--- config.mk ---
export PLATFORM = sky130hd
export DESIGN_NAME = pwm_pair_shutdown
export DESIGN_NICKNAME = d
export VERILOG_FILES = /design/src/rtl/pwm_sd_pkg.sv /design/src/rtl/pwm_sd_cfg_regs.sv /design/src/rtl/pwm_sd_fault_flag.sv /design/src/rtl/pwm_sd_req_gate.sv /design/src/rtl/pwm_pair_shutdown.sv
export SDC_FILE = /design/constraint.sdc
export NUM_CORES = 1
export LEC_CHECK = 0
export ABC_CLOCK_PERIOD_IN_PS = 1600
export BUFFER_PORTS_ARGS = -buffer_cell sky130_fd_sc_hd__buf_2
export CORE_MARGIN = 2
export CORE_UTILIZATION = 40
export DETAILED_ROUTE_END_ITERATION = 12
export HOLD_SLACK_MARGIN = 0.05
export MAX_ROUTING_LAYER = met4
export PLACE_DENSITY = 0.69
export RECOVER_POWER = 50
export SLEW_MARGIN = 20
export SYNTH_ARGS = -nofsm -noshare
export SYNTH_HDL_FRONTEND = slang
export SYNTH_SLANG_ARGS = --single-unit
--- constraint.sdc ---
create_clock -name clk -period 1.6 [get_ports clk]
set_clock_uncertainty 0.2 [all_clocks]
set_input_delay 0.16 -clock clk [delete_from_list [all_inputs] [get_ports clk]]
set_output_delay 0.16 -clock clk [all_outputs]
set_load 0.01 [all_outputs]
--- src/rtl/pwm_sd_pkg.sv ---
package pwm_sd_pkg;

    // Flag vector positions
    localparam int unsigned FLG_MAIN = 0;
    localparam int unsigned FLG_OVL  = 1;
    localparam int unsigned FLG_AUX1 = 2;
    localparam int unsigned FLG_AUX2 = 3;
    localparam int unsigned FLG_OSC  = 4;
    localparam int unsigned FLG_CMP0 = 5;
    localparam int unsigned NUM_FIXED_FLAGS = 5;

    // Register addresses
    localparam int unsigned ADDR_CTRL  = 0;
    localparam int unsigned ADDR_CMP   = 1;
    localparam int unsigned ADDR_FLAGS = 2;

    // Control register bit positions
    localparam int unsigned CB_GRP  = 0;
    localparam int unsigned CB_OVL  = 1;
    localparam int unsigned CB_SW   = 2;
    localparam int unsigned CB_ADD1 = 3;
    localparam int unsigned CB_DET1 = 4;
    localparam int unsigned CB_ADD2 = 5;
    localparam int unsigned CB_DET2 = 6;
    localparam int unsigned CB_OSC  = 7;

    typedef struct packed {
        logic grp_en;
        logic ovl_en;
        logic sw_hiz;
        logic add1_en;
        logic det1_en;
        logic add2_en;
        logic det2_en;
        logic osc_en;
    } sd_ctrl_t;

    typedef enum logic [0:0] {
        ST_RUN = 1'b0,
        ST_HIZ = 1'b1
    } sd_state_e;

endpackage

--- src/rtl/pwm_sd_cfg_regs.sv ---
module pwm_sd_cfg_regs
    import pwm_sd_pkg::*;
#(
    parameter int unsigned ADDR_W    = 2,
    parameter int unsigned DATA_W    = 8,
    parameter int unsigned NUM_CMP   = 3,
    parameter int unsigned NUM_FLAGS = 8
) (
    input  logic                 clk,
    input  logic                 rst_n,
    input  logic                 cfg_we,
    input  logic [ADDR_W-1:0]    cfg_addr,
    input  logic [DATA_W-1:0]    cfg_wdata,
    output sd_ctrl_t             ctrl_q,
    output logic                 cmp_add_q,
    output logic [NUM_CMP-1:0]   cmp_sel_q,
    output logic [NUM_FLAGS-1:0] clr_req
);

    logic wr_ctrl;
    logic wr_cmp;
    logic wr_flags;

    assign wr_ctrl  = cfg_we && (cfg_addr == ADDR_W'(ADDR_CTRL));
    assign wr_cmp   = cfg_we && (cfg_addr == ADDR_W'(ADDR_CMP));
    assign wr_flags = cfg_we && (cfg_addr == ADDR_W'(ADDR_FLAGS));

    always_ff @(posedge clk or negedge rst_n) begin
        if (!rst_n) begin
            ctrl_q <= '0;
        end else if (wr_ctrl) begin
            ctrl_q.grp_en  <= cfg_wdata[CB_GRP];
            ctrl_q.ovl_en  <= cfg_wdata[CB_OVL];
            ctrl_q.sw_hiz  <= cfg_wdata[CB_SW];
            ctrl_q.add1_en <= cfg_wdata[CB_ADD1];
            ctrl_q.det1_en <= cfg_wdata[CB_DET1];
            ctrl_q.add2_en <= cfg_wdata[CB_ADD2];
            ctrl_q.det2_en <= cfg_wdata[CB_DET2];
            ctrl_q.osc_en  <= cfg_wdata[CB_OSC];
        end
    end

    always_ff @(posedge clk or negedge rst_n) begin
        if (!rst_n) begin
            cmp_add_q <= 1'b0;
            cmp_sel_q <= '0;
        end else if (wr_cmp) begin
            cmp_add_q <= cfg_wdata[0];
            cmp_sel_q <= cfg_wdata[NUM_CMP:1];
        end
    end

    // A zero written into a flag bit asks for that flag to be cleared
    always_comb begin
        clr_req = '0;
        if (wr_flags) begin
            clr_req = ~cfg_wdata[NUM_FLAGS-1:0];
        end
    end

endmodule

--- src/rtl/pwm_sd_fault_flag.sv ---
module pwm_sd_fault_flag (
    input  logic clk,
    input  logic rst_n,
    input  logic cause,
    input  logic clr_req,
    output logic flag_q
);

    logic cause_d;
    logic rise;

    assign rise = cause && !cause_d;

    always_ff @(posedge clk or negedge rst_n) begin
        if (!rst_n) begin
            cause_d <= 1'b0;
            flag_q  <= 1'b0;
        end else begin
            cause_d <= cause;
            if (rise) begin
                flag_q <= 1'b1;
            end else if (clr_req && !cause) begin
                flag_q <= 1'b0;
            end
        end
    end

endmodule

--- src/rtl/pwm_sd_req_gate.sv ---
module pwm_sd_req_gate
    import pwm_sd_pkg::*;
#(
    parameter int unsigned NUM_CMP   = 3,
    parameter int unsigned NUM_FLAGS = 8
) (
    input  logic [NUM_FLAGS-1:0] flags,
    input  sd_ctrl_t             ctrl,
    input  logic                 cmp_add,
    input  logic [NUM_CMP-1:0]   cmp_sel,
    output logic                 req
);

    logic [NUM_FLAGS-1:0] hit;

    always_comb begin
        hit           = '0;
        hit[FLG_MAIN] = flags[FLG_MAIN];
        hit[FLG_OVL]  = flags[FLG_OVL]  && ctrl.ovl_en;
        hit[FLG_AUX1] = flags[FLG_AUX1] && ctrl.add1_en && ctrl.det1_en;
        hit[FLG_AUX2] = flags[FLG_AUX2] && ctrl.add2_en && ctrl.det2_en;
        hit[FLG_OSC]  = flags[FLG_OSC]  && ctrl.osc_en;
        for (int k = 0; k < int'(NUM_CMP); k++) begin
            hit[FLG_CMP0 + k] = flags[FLG_CMP0 + k] && cmp_add && cmp_sel[k];
        end
    end

    assign req = ctrl.grp_en && ((|hit) || ctrl.sw_hiz);

endmodule

--- src/rtl/pwm_pair_shutdown.sv ---
module pwm_pair_shutdown
    import pwm_sd_pkg::*;
#(
    parameter int unsigned ADDR_W  = 2,
    parameter int unsigned DATA_W  = 8,
    parameter int unsigned NUM_CMP = 3,
    parameter logic        ACT_LVL = 1'b1
) (
    input  logic                         clk,
    input  logic                         rst_n,
    input  logic                         cfg_we,
    input  logic [ADDR_W-1:0]            cfg_addr,
    input  logic [DATA_W-1:0]            cfg_wdata,
    input  logic                         fault_main,
    input  logic                         fault_aux1,
    input  logic                         fault_aux2,
    input  logic [NUM_CMP-1:0]           cmp_trip,
    input  logic                         osc_stopped,
    input  logic                         pwm_hi,
    input  logic                         pwm_lo,
    output logic                         oe_hi,
    output logic                         oe_lo,
    output logic [NUM_FIXED_FLAGS+NUM_CMP-1:0] fault_flags
);

    localparam int unsigned NUM_FLAGS = NUM_FIXED_FLAGS + NUM_CMP;

    sd_ctrl_t             ctrl_q;
    logic                 cmp_add_q;
    logic [NUM_CMP-1:0]   cmp_sel_q;
    logic [NUM_FLAGS-1:0] clr_req;
    logic [NUM_FLAGS-1:0] raw;
    logic [NUM_FLAGS-1:0] flags_q;
    logic                 overlap;
    logic                 req;
    logic                 grp_en_w;
    logic                 sw_hiz_w;
    sd_state_e            state_q;
    sd_state_e            state_d;

    assign grp_en_w = ctrl_q.grp_en;
    assign sw_hiz_w = ctrl_q.sw_hiz;

    pwm_sd_cfg_regs #(
        .ADDR_W    (ADDR_W),
        .DATA_W    (DATA_W),
        .NUM_CMP   (NUM_CMP),
        .NUM_FLAGS (NUM_FLAGS)
    ) u_regs (
        .clk       (clk),
        .rst_n     (rst_n),
        .cfg_we    (cfg_we),
        .cfg_addr  (cfg_addr),
        .cfg_wdata (cfg_wdata),
        .ctrl_q    (ctrl_q),
        .cmp_add_q (cmp_add_q),
        .cmp_sel_q (cmp_sel_q),
        .clr_req   (clr_req)
    );

    // Both legs of the complementary pair active in one cycle
    assign overlap = (pwm_hi == ACT_LVL) && (pwm_lo == ACT_LVL);

    always_comb begin
        raw           = '0;
        raw[FLG_MAIN] = fault_main;
        raw[FLG_OVL]  = overlap;
        raw[FLG_AUX1] = fault_aux1;
        raw[FLG_AUX2] = fault_aux2;
        raw[FLG_OSC]  = osc_stopped;
        for (int k = 0; k < int'(NUM_CMP); k++) begin
            raw[FLG_CMP0 + k] = cmp_trip[k];
        end
    end

    for (genvar i = 0; i < int'(NUM_FLAGS); i++) begin : g_flag
        pwm_sd_fault_flag u_flag (
            .clk     (clk),
            .rst_n   (rst_n),
            .cause   (raw[i]),
            .clr_req (clr_req[i]),
            .flag_q  (flags_q[i])
        );
    end

    pwm_sd_req_gate #(
        .NUM_CMP   (NUM_CMP),
        .NUM_FLAGS (NUM_FLAGS)
    ) u_gate (
        .flags   (flags_q),
        .ctrl    (ctrl_q),
        .cmp_add (cmp_add_q),
        .cmp_sel (cmp_sel_q),
        .req     (req)
    );

    // State register
    always_ff @(posedge clk or negedge rst_n) begin
        if (!rst_n) begin
            state_q <= ST_RUN;
        end else begin
            state_q <= state_d;
        end
    end

    // Next state: T_TRIP and T_RELEASE
    always_comb begin
        state_d = state_q;
        unique case (state_q)
            ST_RUN: if (req)  state_d = ST_HIZ;
            ST_HIZ: if (!req) state_d = ST_RUN;
            default:          state_d = ST_RUN;
        endcase
    end

    // Outputs
    always_comb begin
        oe_hi = 1'b1;
        oe_lo = 1'b1;
        unique case (state_q)
            ST_RUN: begin
                oe_hi = 1'b1;
                oe_lo = 1'b1;
            end
            ST_HIZ: begin
                oe_hi = 1'b0;
                oe_lo = 1'b0;
            end
            default: begin
                oe_hi = 1'b1;
                oe_lo = 1'b1;
            end
        endcase
    end

    assign fault_flags = flags_q;

endmodule

==> flow_metrics.tcl <==
set metrics [dict create \
    gp_congestion 0.738 \
    fin_crit_sh 0.934 \
    yosysSeqAreaShare 0.628 \
    wl_um 2290 \
    die_y_um 57.8 \
    dp_cells 146 \
    avgViaCountPerCell 4.99 \
    die-area_mm2 0.00334 \
    syn-num-nets 115 \
    die_x_um 57.8 \
    criticalPathCategory "in2reg" \
    instances_no_fill 174 \
    diodes 0 \
    grt_start_max_net_pins 30 \
    synth-xor-area-share 0 \
    cp_max_fo 3 \
    timing.hold.ws_ns 0.0743 \
    fin_setup_tns_ns 0 \
    grt_overflow 0 \
    p_leak_nw 0.673 \
    cts_tree "yes" \
    cp_slowest_cell "dlygate4sd3_1" \
    synthMuxAreaShare 0.107 \
    syn_area_per_cell_um2 12.4 \
    num_rows 19 \
    critPathArrivalTime_ns 1.51 \
    startpoint_type "primary input" \
    htreeDepth 2 \
    slew_headroom 0.536 \
    synthTopCellsByArea "dfrtp_1 (63%), mux2_2 (11%), o21ai_0 (6.1%)" \
    synthesis.area_mm2 0.00116 \
    finalPower_mw 1.49 \
    max_slew.worst_pin.slew_ns 0.696 \
    fill_cells 260 \
    fmax_ghz 0.669 \
    ir_worst_vdd_mv 0.656 \
    top_level_ports 32 \
    yosys_register_bits 29 \
    fin_util 0.552 \
    synthCells 93 \
    power_density_mw_per_mm2 981 \
    drt_pass1_iterations 4 \
    finalSetupViolCount 0 \
    end_kind "flop" \
    hold_viol_final 0 \
    ys_types 15 \
    ys_warn_count 0 \
    setup_ws_ns 0.105 \
    synth_compound_area_frac 0.108 \
    grt_pass1_wl_um 3860 \
    cap_viol_max_count 0 \
    synthAdderAreaFrac 0 \
    path_cells "dlygate4sd3_1 > buf_2 > nand2_1 > dlygate4sd3_1 > o21ai_0" \
    hpwl_um 1510 \
    cp.required_ns 1.62 \
    drive_above_1_share 0.287 \
    period_minus_slack_ns 1.49 \
    num_vias 869 \
    drc_errors 0 \
    start_util 0.419 \
    synth_top_family_by_area "compound AO/OA/AOI/OAI gates" \
    dp_slack_ns 0.180 \
    clk_latency_ns 0.33 \
    root_buffer "clkbuf_4" \
    report.final.slew_viol_count 0 \
    wl_per_cell_um 13.2 \
    grt_usage 0.163 \
    core_area_mm2 0.00276 \
    finalNetCount 164 \
    io_buffers 31 \
    synth_top_area_frac 0.628 \
    grt_setup_unrepaired "false" \
    cts.sinks 29 \
    clkTransAtPathRegs_ns 0.09 \
    numCtsBuffers 5 \
    outcome "completed" \
    crit_path_max_incr_delay_ns 0.54 \
    yosysTopAreaCell "dfrtp_1" \
    cp_common_cell "dlygate4sd3_1" \
    final_area_mm2 0.00152 \
    grt_antenna_before_repair 0 \
    hold_path.class "in2reg" \
    antenna_left 0 \
    drt_iter0_markers 27 \
    place_area_mm2 0.00128 \
    cts_max_path_buffers 2 \
    syn_to_final_growth_pct 31.7 \
    grt_pass1_vias 878 \
    synth-simple-area-share 0.0660 \
]
==> worst max-delay path, delay by kind of cell <==
family	cells	cell delay, ns
AOI/OAI and AO/OA	1	0.08
buffers and inverters	3	1.22
and+or+nand+nor	1	0.05
==> sequential cells by signal, summed over array words and instances (netlist names) <==
name / count
state_q: 1
g_flag.u_flag.cause_d: 8
g_flag.u_flag.flag_q: 8
u_regs.cmp_add_q: 1
u_regs.cmp_sel_q: 3
u_regs.ctrl_q: 8
==> cell usage after synthesis (all sizes together) <==
| library cell | number |
|---|---|
| mux2 | 11 |
| a41oi | 1 |
| buf | 9 |
| nand3 | 2 |
| o31ai | 3 |
| o21ai | 14 |
| nand2b | 1 |
| a21oi | 1 |
| nand3b | 2 |
| dfrtp | 29 |
| a222oi | 1 |
| nor3b | 1 |
| inv | 10 |
| a211o | 1 |
| nand2 | 7 |
==> path summary, 6_finish.rpt <==
check / from / to / slack [ns] / depth (start not counted)
worst max-delay path: cfg_wdata[0] / u_regs.ctrl_q[7]$_DFFE_PN0P_ / 0.11 / 5
worst min-delay path: cfg_addr[0] / u_regs.ctrl_q[1]$_DFFE_PN0P_ / 0.07 / 3
worst max register to register: g_flag[5].u_flag.flag_q$_DFFE_PN0P_ / state_q$_DFF_PN0_ / 0.32 / 3
worst min register to register: g_flag[0].u_flag.cause_d$_DFF_PN0_ / g_flag[0].u_flag.flag_q$_DFFE_PN0P_ / 0.22 / 1
max in group asynchronous: rst_n / g_flag[0].u_flag.cause_d$_DFF_PN0_ / 0.54 / 2
min in group asynchronous: rst_n / g_flag[7].u_flag.cause_d$_DFF_PN0_ / 0.21 / 2
==> cell usage in the layout (no fill, tap or decap) <==
| cell | synthesis | final |
|---|---|---|
| dfrtp_1 | 29 | 29 |
| buf_2 | 0 | 21 |
| dlygate4sd3_1 | 0 | 20 |
| o21ai_0 | 14 | 14 |
| mux2_2 | 11 | 11 |
| inv_1 | 10 | 10 |
| clkbuf_1 | 0 | 10 |
| nand2_1 | 7 | 7 |
| clkbuf_4 | 0 | 5 |
| o31ai_1 | 3 | 3 |
| nand3_1 | 2 | 2 |
| nand3b_1 | 2 | 2 |
| clkinv_2 | 0 | 2 |
| a211o_1 | 1 | 1 |
| a21oi_1 | 1 | 1 |
| a222oi_1 | 1 | 1 |
| nand2b_1 | 1 | 1 |
| a41oi_1 | 1 | 1 |
| nor3b_4 | 1 | 1 |
| clkbuf_2 | 0 | 1 |
==> area by class of cell <==
type	count	area, um^2	share of cell area
sequential	29	726	0.477
clock buffer	6	41.3	0.0271
multi-input combinational	45	325	0.214
tap	31	38.8	0.0255
clock inverter	2	10.0	0.00657
inverter	10	37.5	0.0247
timing repair buffer	51	344	0.226
==> metal layers <==
metal / routed length (um) / up-vias / track usage
li1: - / 413 / -
met1: 1030 / 420 / 0.212
met2: 1070 / 28 / 0.235
met3: 134 / 8 / 0.0469
met4: 53 / 0 / 0.0797
met5: 0 / - / -
==> kinds of logic (layout without fill, tap and decap cells) <==
group	Yosys count	after routing
AO/OA/AOI/OAI	21	21
buffers and inverters	19	69
flip-flops	29	29
multiplexers	11	11
AND/OR/NAND/NOR	13	13
==> power by group <==
part / leakage, nW / internal (mW) / switching, mW / total (mW)
registers: 0.323 / 0.815 / 0.0428 / 0.858
logic: 0.318 / 0.126 / 0.0953 / 0.221
clock network: 0.0320 / 0.167 / 0.249 / 0.416
total: 0.673 / 1.11 / 0.387 / 1.49
==> repair_timing <==
item,in CTS,in global routing
gates resized for setup,0,0
buffers inserted,0,0
hold buffers,20,0
endpoints found under the hold margin,57,0
No activity file was read; power rests on OpenSTA's default activity.
